### config.mk
export PLATFORM = sky130hd
export DESIGN_NAME = seg_addr_gen
export DESIGN_NICKNAME = d
export VERILOG_FILES = /design/src/rtl/seg_addr_pkg.sv /design/src/rtl/seg_regfile.sv /design/src/rtl/seg_addr_calc.sv /design/src/rtl/seg_overlap_cmp.sv /design/src/rtl/seg_addr_gen.sv
export SDC_FILE = /design/constraint.sdc
export NUM_CORES = 1
export LEC_CHECK = 0
export BUFFER_PORTS_ARGS = -buffer_cell sky130_fd_sc_hd__buf_2
export CELL_PAD_IN_SITES_DETAIL_PLACEMENT = 0
export CELL_PAD_IN_SITES_GLOBAL_PLACEMENT = 1
export CORE_MARGIN = 2
export CORE_UTILIZATION = 38
export CTS_CLUSTER_DIAMETER = 60
export DETAILED_ROUTE_END_ITERATION = 10
export GPL_TIMING_DRIVEN = 0
export PLACE_DENSITY_LB_ADDON = 0.1
export SLEW_MARGIN = 10
export SYNTH_ARGS = -nofsm -noshare
export SYNTH_HDL_FRONTEND = slang
export SYNTH_SLANG_ARGS = --single-unit
### constraint.sdc
create_clock -name clk -period 6.4 [get_ports clk]
set_input_delay 0.96 -clock clk [delete_from_list [all_inputs] [get_ports clk]]
set_output_delay 0.96 -clock clk [all_outputs]
set_load 0.02 [all_outputs]
### src/rtl/seg_addr_pkg.sv
`timescale 1ns/1ps
package seg_addr_pkg;

    // Number of simultaneously active segments
    localparam int NUM_SEGS = 4;
    localparam int SEL_W    = $clog2(NUM_SEGS);

    // Select encoding shared by every port that names a segment
    typedef enum logic [SEL_W-1:0] {
        SEG_EXTRA = 2'b00,
        SEG_CODE  = 2'b01,
        SEG_STACK = 2'b10,
        SEG_DATA  = 2'b11
    } seg_sel_e;

endpackage

### src/rtl/seg_regfile.sv
`timescale 1ns/1ps
module seg_regfile #(
    parameter int NSEG     = 4,
    parameter int SEG_W    = 16,
    parameter int CODE_IDX = 1,
    parameter logic [SEG_W-1:0] CODE_RST = '1,
    localparam int SEL_W   = $clog2(NSEG)
) (
    input  logic                        clk,
    input  logic                        rst_n,
    input  logic                        wr_en,
    input  logic [SEL_W-1:0]            wr_sel,
    input  logic [SEG_W-1:0]            wr_data,
    output logic [NSEG-1:0][SEG_W-1:0]  segs
);

    typedef struct packed {
        logic [NSEG-1:0][SEG_W-1:0] seg;
    } rf_t;

    rf_t st_d, st_q;

    // Next-state: a write lands in the selected slot only
    always_comb begin
        st_d = st_q;
        if (wr_en) begin
            st_d.seg[wr_sel] = wr_data;
        end
    end

    always_ff @(posedge clk or negedge rst_n) begin
        if (!rst_n) begin
            for (int i = 0; i < NSEG; i++) begin
                st_q.seg[i] <= (i == CODE_IDX) ? CODE_RST : '0;
            end
        end else begin
            st_q <= st_d;
        end
    end

    assign segs = st_q.seg;

endmodule

### src/rtl/seg_addr_calc.sv
`timescale 1ns/1ps
module seg_addr_calc #(
    parameter int SEG_W  = 16,
    parameter int OFS_W  = 16,
    parameter int SHIFT  = 4,
    localparam int PA_W  = SEG_W + SHIFT
) (
    input  logic [SEG_W-1:0] seg,
    input  logic [OFS_W-1:0] ofs,
    output logic [PA_W-1:0]  base,
    output logic [PA_W-1:0]  addr
);

    localparam int EXT_W = PA_W - OFS_W;

    logic [PA_W-1:0] ofs_ext;

    always_comb begin
        base    = {seg, {SHIFT{1'b0}}};
        ofs_ext = {{EXT_W{1'b0}}, ofs};
        // Carry out of the top bit is dropped: addresses wrap
        addr    = base + ofs_ext;
    end

endmodule

### src/rtl/seg_overlap_cmp.sv
`timescale 1ns/1ps
module seg_overlap_cmp #(
    parameter int PA_W  = 20,
    parameter int OFS_W = 16
) (
    input  logic [PA_W-1:0] base_a,
    input  logic [PA_W-1:0] base_b,
    output logic            overlap
);

    logic [PA_W-1:0] dist_ab;
    logic [PA_W-1:0] dist_ba;
    logic            near_ab;
    logic            near_ba;

    always_comb begin
        // Modular distances in both directions
        dist_ab = base_a - base_b;
        dist_ba = base_b - base_a;
        // Below one segment span when no bit at or above OFS_W is set
        near_ab = (dist_ab[PA_W-1:OFS_W] == '0);
        near_ba = (dist_ba[PA_W-1:OFS_W] == '0);
        overlap = near_ab | near_ba;
    end

endmodule

### src/rtl/seg_addr_gen.sv
`timescale 1ns/1ps
module seg_addr_gen
    import seg_addr_pkg::*;
#(
    parameter int SEG_W  = 16,
    parameter int OFS_W  = 16,
    parameter int SHIFT  = 4,
    localparam int PA_W  = SEG_W + SHIFT
) (
    input  logic             clk,
    input  logic             rst_n,
    input  logic             wr_en,
    input  logic [1:0]       wr_sel,
    input  logic [SEG_W-1:0] wr_data,
    input  logic             req_valid,
    input  logic [1:0]       req_sel,
    input  logic [OFS_W-1:0] req_ofs,
    input  logic [1:0]       ovl_sel_a,
    input  logic [1:0]       ovl_sel_b,
    output logic             rsp_valid,
    output logic [PA_W-1:0]  rsp_addr,
    output logic [PA_W-1:0]  rsp_base,
    output logic             ovl_flag
);

    localparam int CODE_SLOT = int'(SEG_CODE);

    typedef struct packed {
        logic            valid;
        logic [PA_W-1:0] addr;
        logic [PA_W-1:0] base;
        logic            ovl;
    } rsp_t;

    logic [NUM_SEGS-1:0][SEG_W-1:0] segs;
    logic [PA_W-1:0]                calc_base;
    logic [PA_W-1:0]                calc_addr;
    logic [PA_W-1:0]                cmp_base_a;
    logic [PA_W-1:0]                cmp_base_b;
    logic                           cmp_ovl;
    rsp_t                           st_d, st_q;

    seg_regfile #(
        .NSEG     (NUM_SEGS),
        .SEG_W    (SEG_W),
        .CODE_IDX (CODE_SLOT),
        .CODE_RST ({SEG_W{1'b1}})
    ) regs_i (
        .clk     (clk),
        .rst_n   (rst_n),
        .wr_en   (wr_en),
        .wr_sel  (wr_sel),
        .wr_data (wr_data),
        .segs    (segs)
    );

    seg_addr_calc #(
        .SEG_W (SEG_W),
        .OFS_W (OFS_W),
        .SHIFT (SHIFT)
    ) calc_i (
        .seg  (segs[req_sel]),
        .ofs  (req_ofs),
        .base (calc_base),
        .addr (calc_addr)
    );

    always_comb begin
        cmp_base_a = {segs[ovl_sel_a], {SHIFT{1'b0}}};
        cmp_base_b = {segs[ovl_sel_b], {SHIFT{1'b0}}};
    end

    seg_overlap_cmp #(
        .PA_W  (PA_W),
        .OFS_W (OFS_W)
    ) cmp_i (
        .base_a  (cmp_base_a),
        .base_b  (cmp_base_b),
        .overlap (cmp_ovl)
    );

    // Next-state: a response is captured only for a request; otherwise held
    always_comb begin
        st_d       = st_q;
        st_d.valid = req_valid;
        st_d.ovl   = cmp_ovl;
        if (req_valid) begin
            st_d.addr = calc_addr;
            st_d.base = calc_base;
        end
    end

    always_ff @(posedge clk or negedge rst_n) begin
        if (!rst_n) begin
            st_q <= '0;
        end else begin
            st_q <= st_d;
        end
    end

    assign rsp_valid = st_q.valid;
    assign rsp_addr  = st_q.addr;
    assign rsp_base  = st_q.base;
    assign ovl_flag  = st_q.ovl;

endmodule

---- Yosys cells after proc, flatten, opt, wreduce, memory -nomap -nowiden ----
Cells that the tools add are included.
storage, ports and cells
  latch bits .............................. 0
  logic and storage cells ................. 29
  ROM bits ................................ 0
  bits of input ports ..................... 44
  output and inout bits ................... 42
  register bits ........................... 102
  memories kept ........................... 0
  bits in writable memories ............... 0
operators by class
  equal/unequal tests ..................... 0
  bitwise gates (word level) .............. 1
  div/mod/pow operators ................... 0
  magnitude comparators ................... 5
  reduce and logical (&&, ||, !) cells .... 3
  $mul .................................... 0
  muxes and demuxes ....................... 9
  $add $sub $neg .......................... 3
  shift-type cells ........................ 0
operator list
  kind                                                                                 count
  16-bit binary-select mux with 2-bit select                                           3
  64-bit bitwise mux                                                                   1
  16-bit 2-to-1 mux                                                                    4
  20-bit subtractor                                                                    2
  16-bit demux with 2-bit select                                                       1
  20-bit by 16-bit adder with 20-bit output                                            1
  2-bit by 3-bit less-than comparator with 1-bit output, second input constant         4
  4-bit logical NOT                                                                    2
  2-bit by 1-bit greater-or-equal comparator with 1-bit output, second input constant  1
  1-bit logical AND                                                                    1
  1-bit bitwise OR                                                                     1

---- Depth between registers and ports, before layout ----
Gate-level depths: netlist (run 1).
  depth after elaboration ................. 5
  mapped depth ............................ 14

---- Cells and area by module ----
From an unflattened synthesis (run 1), not the netlist that was laid out.
second synthesis, totals
  cells, all modules ...................... 585
  area total of the unflattened synthesis .. 7450.9 um^2
by module, submodules not included
  module           cells an instance  area an instance (um^2)  instances
  seg_addr_gen     147                2797.7                   1
  seg_regfile      136                2431.1                   1
  seg_overlap_cmp  173                1247.4                   1
  seg_addr_calc    129                974.7                    1

---- Worst setup path after synthesis (run 1) ----
Ideal clock, no wire load.
  kind .................................... input-to-reg
  start point ............................. input port req_sel[0]
  end point ............................... register st_q, in the netlist rsp_addr[16]
  stages .................................. 13
  arrival ................................. 4582 ps
  buffers on the path ..................... 2
  data required time ...................... 6275 ps
  path slack .............................. 1693 ps
  cell sequence ........................... buf_2 -> buf_1 -> mux4_2 -> ha_1 -> fa_1 -> a21o_1 -> a21oi_1 -> o21bai_1 -> a31o_2 -> a2111oi_0 -> nor2_1 -> xor2_1 -> mux2_2
between the ends
  word-level cells in the longest chain between the ends .. 3
ends and longest elaborated chain
  item                                        RTL line             source
  start: declaration                          seg_addr_gen.sv:16   input logic [1:0] req_sel,
  16-bit binary-select mux with 2-bit select  seg_addr_gen.sv:62   .seg (segs[req_sel]),
  16-bit 2-to-1 mux (not written as such)     seg_addr_gen.sv:62
  net calc_base[4]                            seg_addr_gen.sv:36   logic [PA_W-1:0] calc_base;
  20-bit by 16-bit adder with 20-bit output   seg_addr_calc.sv:22  addr = base + ofs_ext;
  end signal: assignment                      seg_addr_gen.sv:97   st_q <= st_d;
  end: declaration                            seg_addr_gen.sv:41   rsp_t st_d, st_q;
The timed path passes the listed nets, and every way through them passes these cells. The select of a mux whose other input is x is not followed.
A chain may end at the register's enable or synchronous reset.

---- Final worst setup path (run 1) ----
Same ends and word-level chain as after synthesis.

==> results.toml, run 1 <==
[job]
maxCapViolCount = 0

[timing]
finalCritPeriodShare = 0.813
fin_setup_tns_ns = 0
tightest_slew_ns = 1.05
setup_viol = 0
finalMaxSlewViolations = 0
hold_viol_final = 0
layout_min_cycle_time_ns = 5.20
fin_skew_ns = 0.0130
hold-worst-slack_ns = 0.504
slew_headroom = 0.300
fmax_mhz = 192
fin_ws_ns = 1.20
rsz0062_at_grt = "no"

[layout]
antenna_cells = 0
finish.net_count = 701
area_growth_pct = 15.1
drive_above_1_share = 0.422
fin_cells = 846

[drt]
drt.antenna.violating_nets = 0
wl_per_cell_um = 20.4
drcViolationCount = 0
viasPerCell = 5.41
vias = 4580
drt_pre_antenna_iters = 4
drtIter0Drc = 279
drt_wl_total_mm = 17.2

[setup_path]
crit_type = "input pin to register"
worst_setup_path_start_kind = "input pin"
arrival_ns = 5.44
cp.required_ns = 6.64
critPathCaptureType = "register"
critPathMaxFanout = 10

[floorplanning]
die_y_um = 136
rows = 48
dieArea_um2 = 18500
die_w_um = 136
initial_core_util = 0.385
core_um2 = 17200
io_pins = 86

[clocking]
cts_buffers = 9
cts_tree = "done"
h-tree-depth = 3
postCtsSetupRepairBufs = 0
post_cts_resized = 0
cts-root-buf = "clkbuf_16"
cts.sinks = 102
clk_pin_slew_ns = 0.07
insertion_delay_ns = 0.35
hold_buffers = 0
clockBufferDepth = 2

[global_routing]
grt_pass1_wl_mm = 26.8
grt_pass1_vias = 4667
overflow = 0
antenna_found_initial = 0
grt_max_degree = 56
gr-usage-all-layers = 0.196

[placed_design]
portBuffers = 75
hpwl_mm = 13.0
gp_congestion = 0.862
dp_cells = 830
pre_cts_ws_ns = 0.741

[yosys]
post_synth_instance_area_um2 = 6610
yosysUniqueCellTypes = 56
synth_top_area_share = 0.325
yosysWarnings = 0
ys_seq_area_frac = 0.389
synth.area.top_cells = "dfrtp_1, mux2_2, mux4_2"
syn_area_per_cell_um2 = 12.6
synth_area_leader_cell = "dfrtp_1"
async_flop_share = 1.00
syn_inst = 526
synth-edff-count = 0
ys_ff_latch = 102
synth-main-ff-cell = "dfrtp_1"

[power]
leakagePower_uw = 0.00334
p_per_area_nw_per_um2 = 343
ir_worst_vdd_uv = 134

[min_path]
hold_path_class = "register to register"

[status]
run_status = "complete, no violations"
kinds of logic (layout without fill, tap and decap cells):
group                      Yosys count  in the layout  share of synthesized area
other                                1              4                   0.000567
muxes                              144            144                      0.329
buffers and inverters               66            158                     0.0416
xor gates and xnor gates            19             19                     0.0252
and+or+nand+nor                     70             70                     0.0560
AOI/OAI and AO/OA                   83             83                     0.0804
adders and majority gates           41             41                     0.0787
DFF                                102            102                      0.389
layout by cell type, fill, tap and decap left out, drive strengths merged, types with 2 or more instances in the layout:
| cell type | synthesis | final |
|---|---|---|
| dfrtp | 86 | 86 |
| or3 | 4 | 4 |
| ha | 40 | 40 |
| a21o | 9 | 9 |
| nor2 | 13 | 13 |
| conb | 1 | 4 |
| xor2 | 5 | 5 |
| o21bai | 6 | 6 |
| inv | 36 | 38 |
| a2111oi | 5 | 5 |
| a211oi | 2 | 2 |
| o21ai | 17 | 17 |
| a21oi | 30 | 30 |
| nor3 | 5 | 5 |
| nand2b | 3 | 3 |
| dfstp | 16 | 16 |
| nand2 | 15 | 15 |
| clkinv | 0 | 3 |
| nand3b | 2 | 2 |
| buf | 13 | 89 |
| mux4 | 48 | 48 |
| and3 | 6 | 6 |
| and2 | 3 | 3 |
| clkbuf | 17 | 27 |
| nand3 | 10 | 10 |
| mux2 | 96 | 96 |
| nand4 | 2 | 2 |
| xnor2 | 14 | 14 |
sequential cells by signal, indices dropped and copies added, names as in the netlist:
| name | cells |
|---|---|
| rsp_valid | 1 |
| rsp_addr | 20 |
| ovl_flag | 1 |
| regs_i.segs | 64 |
| rsp_base | 16 |
synth_stat cells, types with 2 or more instances:
cell / number
a21o_1: 9
or3_1: 4
nand3_1: 10
mux4_1: 3
nand2_1: 15
inv_1: 36
nand4_1: 2
buf_2: 4
mux2_2: 95
dfrtp_1: 86
xor2_1: 5
buf_4: 4
a2111oi_0: 5
ha_1: 40
and2_1: 3
nor2_1: 13
dfstp_2: 16
nand2b_1: 2
clkbuf_1: 17
xnor2_1: 14
buf_1: 4
mux4_2: 45
nor3_1: 5
nand3b_1: 2
o21ai_0: 17
and3_1: 6
o21bai_1: 6
a21oi_1: 30
critical path: stages:
cell and delay [ns]:
buf_2 0.26, buf_1 0.82, mux4_2 0.69, ha_1 0.25
fa_1 0.42, a21o_1 0.20, a21oi_1 0.22, o21bai_1 0.12
a31o_2 0.28, a2111oi_0 0.65, nor2_1 0.13, xor2_1 0.17
mux2_2 0.26
power breakdown:
group	internal, uW	switching [uW]
Sequential	815	108
Clock	281	260
Combinational	529	618
stage by stage:
step / instance area, um2 / util / power, uW
2_1_floorplan: 6630 / - / 1740
3_3_place_gp: 7280 / 0.424 / 2060
3_5_place_dp: 7320 / 0.426 / 2090
4_1_cts: 7610 / 0.443 / 2650
5_1_grt: 7610 / 0.443 / 2800
6_report: 7610 / 0.443 / 2610
path summary, 6_finish.rpt:
check,startpoint,slack (ns),cells after the start,to
worst max-delay path,req_sel[0],1.20,13,rsp_addr[16]
worst min-delay path,rsp_base[13],0.50,1,rsp_base[13]
worst max register to register,regs_i.segs[48],2.63,11,rsp_addr[16]
worst min register to register,rsp_base[13],0.50,1,rsp_base[13]
max in group asynchronous,rst_n,5.18,2,regs_i.segs[25]
min in group asynchronous,rst_n,0.53,1,ovl_flag
layout make-up:
class	count	area (um2)
sequential	102	2570
timing repair buffer	76	409
inverter	36	135
clock inverter	6	55.1
tap	225	282
multi-input combinational	361	3780
clock buffer	10	239
fill	1659	9560
buffer	30	140
per-layer routing:
metal,GRT usage,vias up,part of all wire
met4,0.0532,0,0.0084
met3,0.0358,6,0.036
met2,0.313,82,0.49
met1,0.274,2341,0.46
met5,0,-,0
li1,-,2151,-
Power figures use the tool's default switching activity.
==> run 2, diff against run 1 <==
clock period = 4.3 ns   (was 6.4 ns; I/O delays follow)
==> run 2 against run 1 <==
Via count rose by 0.76%. Non-clock buffer count fell by 2. Flip-flop and latch count did not move. Clock skew fell by 0.0040 ns. Combinational power rose by 50%. Final cell count fell by 0.24%. Routed wire length fell by 2.2%. Register-to-register slack got worse by 1.8 ns. Critical path depth did not move. Utilization rose by 0.31 points. Cell area rose by 0.69%. Clock-buffer cell count fell by 1. Critical path type unchanged. Largest power group unchanged.
==> results.toml, run 2 (same netlist as run 1, synthesis figures left out) <==
[status]
run_status = "complete, no violations"

[drt]
viasPerCell = 5.47
vias = 4615
drcViolationCount = 0
drt_pre_antenna_iters = 5
drtIter0Drc = 293
drt_wl_total_mm = 16.8
wl_per_cell_um = 20.0
drt.antenna.violating_nets = 0

[timing]
slew_headroom = 0.442
setup_viol = 0
finalCritPeriodShare = 0.957
tightest_slew_ns = 0.836
hold-worst-slack_ns = 0.214
fin_skew_ns = 0.00901
fmax_mhz = 243
finalMaxSlewViolations = 0
rsz0062_at_grt = "no"
hold_viol_final = 0
layout_min_cycle_time_ns = 4.11

[floorplanning]
dieArea_um2 = 18500
die_y_um = 136
initial_core_util = 0.385
rows = 48
die_w_um = 136
core_um2 = 17200
io_pins = 86

[layout]
drive_above_1_share = 0.431
area_growth_pct = 15.9
antenna_cells = 0
postLayoutCoreUtil = 0.446
largest_reg_flops = 64
nFillCells = 1649
finish.net_count = 699
mostFrequentLayoutCell = "mux2_2"
fin_cells = 844
most-common-layout-cells = "mux2_2, dfrtp_1, buf_2"

[power]
p_sw_uw = 1490
p_seq_frac = 0.342
ir_worst_vdd_uv = 216
pwr-share-clk = 0.231
leakagePower_uw = 0.00337
swShare = 0.371
p_per_area_nw_per_um2 = 524
combPwrFrac = 0.427
p_int_uw = 2530

[setup_path]
r2r_end = "rsp_addr[16]"
timing.reg2reg.setup_slack_ns = 0.78
r2r_cells = 11
worst_setup_path_start_kind = "input pin"
critPathMaxStageDelay_ns = 0.46
critPathTopFamily = "compound AO/OA/AOI/OAI gates"
rr_startpoint = "regs_i.segs[48]"
crit_type = "input pin to register"
arrival_ns = 4.36
cpMaxStageDelayCell = "mux4_2"
critPathMaxFanout = 10
cp.required_ns = 4.55
critPathBufInv = 2
path_cells = "clkbuf_1 > buf_2 > mux4_2 > ha_1 > fa_1 > a21o_1 > a21oi_1 > o21bai_1 > a31o_2 > a2111oi_2 > nor2_1 > xor2_1 > mux2_2"
critPathCaptureType = "register"

[clocking]
clockBufferDepth = 2
cts_tree = "done"
hold_buffers = 0
insertion_delay_ns = 0.36
clk_pin_slew_ns = 0.08
h-tree-depth = 3
cts.sinks = 102
cts-root-buf = "clkbuf_16"
cts_buffers = 9
postCtsSetupRepairBufs = 0

[global_routing]
grt_pass1_vias = 4653
grt_pass1_wl_mm = 26.4
grt_max_degree = 56
antenna_found_initial = 0
gr-usage-all-layers = 0.191
overflow = 0

[placed_design]
dp_cells = 830
gp_congestion = 0.871
portBuffers = 75
hpwl_mm = 12.9

[job]
maxCapViolCount = 0

[min_path]
hold_path_class = "input pin to async pin"
[run 2: cell type report]
cell class,count,area [um2],area share
multi-input cells,361,3790,0.494
inverters,36,135,0.0176
clock buffers,9,225,0.0294
repair buffers,76,409,0.0534
well taps,225,282,0.0367
flip-flops and latches,102,2570,0.336
plain buffers,28,140,0.0183
clock inverters,7,114,0.0148
[run 2: what timing repair did]
| action | in CTS | in global routing |
|---|---|---|
| endpoints found under the setup margin | 4 | 4 |
| pin swaps | 0 | 0 |
| gates resized for setup | 3 | 7 |
[run 2: layer usage]
metal  wire length (um)  share of wire  vias to the layer above  global-route usage
met1               7690           0.46                     2364               0.263
met4                416          0.025                        0              0.0712
li1                   -              -                     2141                   -
met3                597          0.035                       17              0.0313
met2               8140           0.48                       93               0.303
met5                  0              0                        -                   0
[run 2: how the worst max path moves through the flow]
stage | start | to | slack, ns | cells past startpoint
2_1_floorplan | req_sel[0] | rsp_addr[16] | 0.18 | 13
3_3_place_gp | req_sel[1] | rsp_addr[16] | -0.75 | 13
3_5_place_dp | req_sel[1] | rsp_addr[16] | -0.76 | 13
4_1_cts | req_sel[1] | rsp_addr[16] | 0.009 | 13
5_1_grt | req_sel[1] | rsp_addr[16] | 0.04 | 13
6_report | req_sel[1] | rsp_addr[16] | 0.19 | 13
[run 2: through the flow]
| stage | TNS (ns) | power (uW) | area, um2 | setup slack, ns |
|---|---|---|---|---|
| 5_1_grt | 0 | 4290 | 7670 | 0.0442 |
| 6_report | 0 | 4020 | 7670 | 0.186 |
| 3_5_place_dp | -2.41 | 3100 | 7320 | -0.760 |
| 3_3_place_gp | -2.32 | 3070 | 7280 | -0.751 |
| 4_1_cts | 0 | 4060 | 7660 | 0.00893 |
| 2_1_floorplan | 0 | 2590 | 6630 | 0.178 |
[run 2: power by group through the flow]
| stage | logic, uW | clock network, uW | registers [uW] |
|---|---|---|---|
| 2_1_floorplan | 1100 | 0 | 1500 |
| 3_3_place_gp | 1690 | 0 | 1380 |
| 3_5_place_dp | 1710 | 0 | 1390 |
| 4_1_cts | 1720 | 964 | 1370 |
| 5_1_grt | 1880 | 1000 | 1410 |
| 6_report | 1720 | 928 | 1370 |
==> run 3, diff against run 2 <==
BUFFER_PORTS_ARGS = -buffer_cell sky130_fd_sc_hd__buf_4   (was -buffer_cell sky130_fd_sc_hd__buf_2)
==> run 3 against run 2 <==
First-iteration DRC count decreased by 6.8%. Via count decreased by 0.67%. Sequential share of layout area decreased by 0.49 points. Combinational power increased by 4%. Flip-flop and latch count unchanged. Critical path type unchanged. Largest power group unchanged. Highest routed layer unchanged.
==> results.toml, run 3 (same netlist as run 1, synthesis figures left out) <==
[status]
run_status = "complete, no violations"

[power]
leakagePower_uw = 0.00340
ir_worst_vdd_uv = 223
p_per_area_nw_per_um2 = 511

[timing]
finalMaxSlewViolations = 0
setup_viol = 0
layout_min_cycle_time_ns = 4.12
rsz0062_at_grt = "yes"
hold_viol_final = 0
fmax_mhz = 243
slew_headroom = 0.339
tightest_slew_ns = 0.991
fin_skew_ns = 0.0113
finalCritPeriodShare = 0.958
fin_ws_ns = 0.180

[clocking]
cts.sinks = 102
insertion_delay_ns = 0.36
cts_buffers = 9
post_cts_resized = 4
cts_tree = "done"
clk_pin_slew_ns = 0.07
postCtsSetupRepairBufs = 0
clockBufferDepth = 2
hold_buffers = 0
h-tree-depth = 3
cts-root-buf = "clkbuf_16"

[setup_path]
arrival_ns = 4.36
crit_type = "input pin to register"
critPathCaptureType = "register"
cp.required_ns = 4.54
r2r_cells = 11
r2r_end = "rsp_addr[16]"
rr_startpoint = "regs_i.segs[48]"
critPathMaxFanout = 10
worst_setup_path_start_kind = "input pin"
timing.reg2reg.setup_slack_ns = 0.79

[global_routing]
grt_pass1_vias = 4688
overflow = 0
gr-usage-all-layers = 0.194
grt_max_degree = 103
antenna_found_initial = 0
grt_pass1_wl_mm = 26.6

[placed_design]
gp_congestion = 0.872
portBuffers = 75
pre_cts_ws_ns = -0.868
hpwl_mm = 12.8

[drt]
drtIter0Drc = 273
drt.antenna.violating_nets = 0
drt_pre_antenna_iters = 5
drcViolationCount = 0
drt_wl_total_mm = 17.0
wl_per_cell_um = 20.1
vias = 4584
viasPerCell = 5.44

[layout]
most-common-layout-cells = "mux2_2, dfrtp_1, buf_4"
antenna_cells = 0
mostFrequentLayoutCell = "mux2_2"
postLayoutCoreUtil = 0.453
area_growth_pct = 17.7
finish.net_count = 698
drive_above_1_share = 0.429
largest_reg_flops = 64

[floorplanning]
dieArea_um2 = 18500
initial_core_util = 0.385
core_um2 = 17200
die_y_um = 136
io_pins = 86
rows = 48
die_w_um = 136

[min_path]
hold_path_class = "input pin to async pin"

[job]
maxCapViolCount = 0
run 3: final cells by class:
class	instances	area [um2]
Buffer	28	141
Inverter	36	135
Tap cell	225	282
Fill cell	1652	9400
Timing Repair Buffer	75	567
Multi-Input combinational cell	361	3790
Clock inverter	6	56.3
Sequential cell	102	2570
Clock buffer	10	239
run 3: report_power, final:
group,internal (uW),switching [uW]
combinational,862,928
sequential,1210,164
clock,418,391
run 3: critical path: stages:
cell       delay [ns]
clkbuf_1         0.34
clkbuf_1         0.66
mux4_2           0.44
ha_1             0.29
buf_2            0.17
nand3_1          0.27
a2111oi_0        0.42
a41o_1           0.24
a211oi_2         0.06
mux2_1           0.31
o32ai_1          0.32
a211o_1          0.15
nand2_1          0.05
run 3: routing by layer:
| layer | part of all wire | wire length [um] | up-vias | global-route usage |
|---|---|---|---|---|
| met2 | 0.49 | 8310 | 67 | 0.317 |
| met3 | 0.030 | 508 | 15 | 0.0313 |
| li1 | - | - | 2139 | - |
| met4 | 0.018 | 312 | 0 | 0.0544 |
| met5 | 0 | 0 | - | 0 |
| met1 | 0.46 | 7820 | 2363 | 0.267 |
run 3: how the worst max path moves through the flow:
stage | slack [ns] | startpoint | depth (start not counted) | end
floorplan | 0.18 | req_sel[0] | 13 | rsp_addr[16]
finish | 0.18 | ovl_sel_b[1] | 13 | ovl_flag
detailed placement | -0.87 | req_sel[1] | 13 | rsp_addr[16]
CTS | 0.02 | req_sel[0] | 13 | rsp_addr[16]
global placement | -0.78 | req_sel[1] | 13 | rsp_addr[16]
global route | -0.09 | ovl_sel_b[1] | 13 | ovl_flag
run 3: stage by stage:
stage / hold slack (ns) / area [um2] / setup TNS, ns / cells / total power, uW
after floorplan: 0.349 / 6630 / 0 / 529 / 2590
after global placement: 0.492 / 7470 / -2.37 / 829 / 3150
after detailed placement: 0.498 / 7480 / -2.67 / 829 / 3190
after CTS: 0.378 / 7780 / 0 / 844 / 4020
after global routing: 0.379 / 7780 / -0.0897 / 843 / 4250
final: 0.348 / 7780 / 0 / 843 / 3980
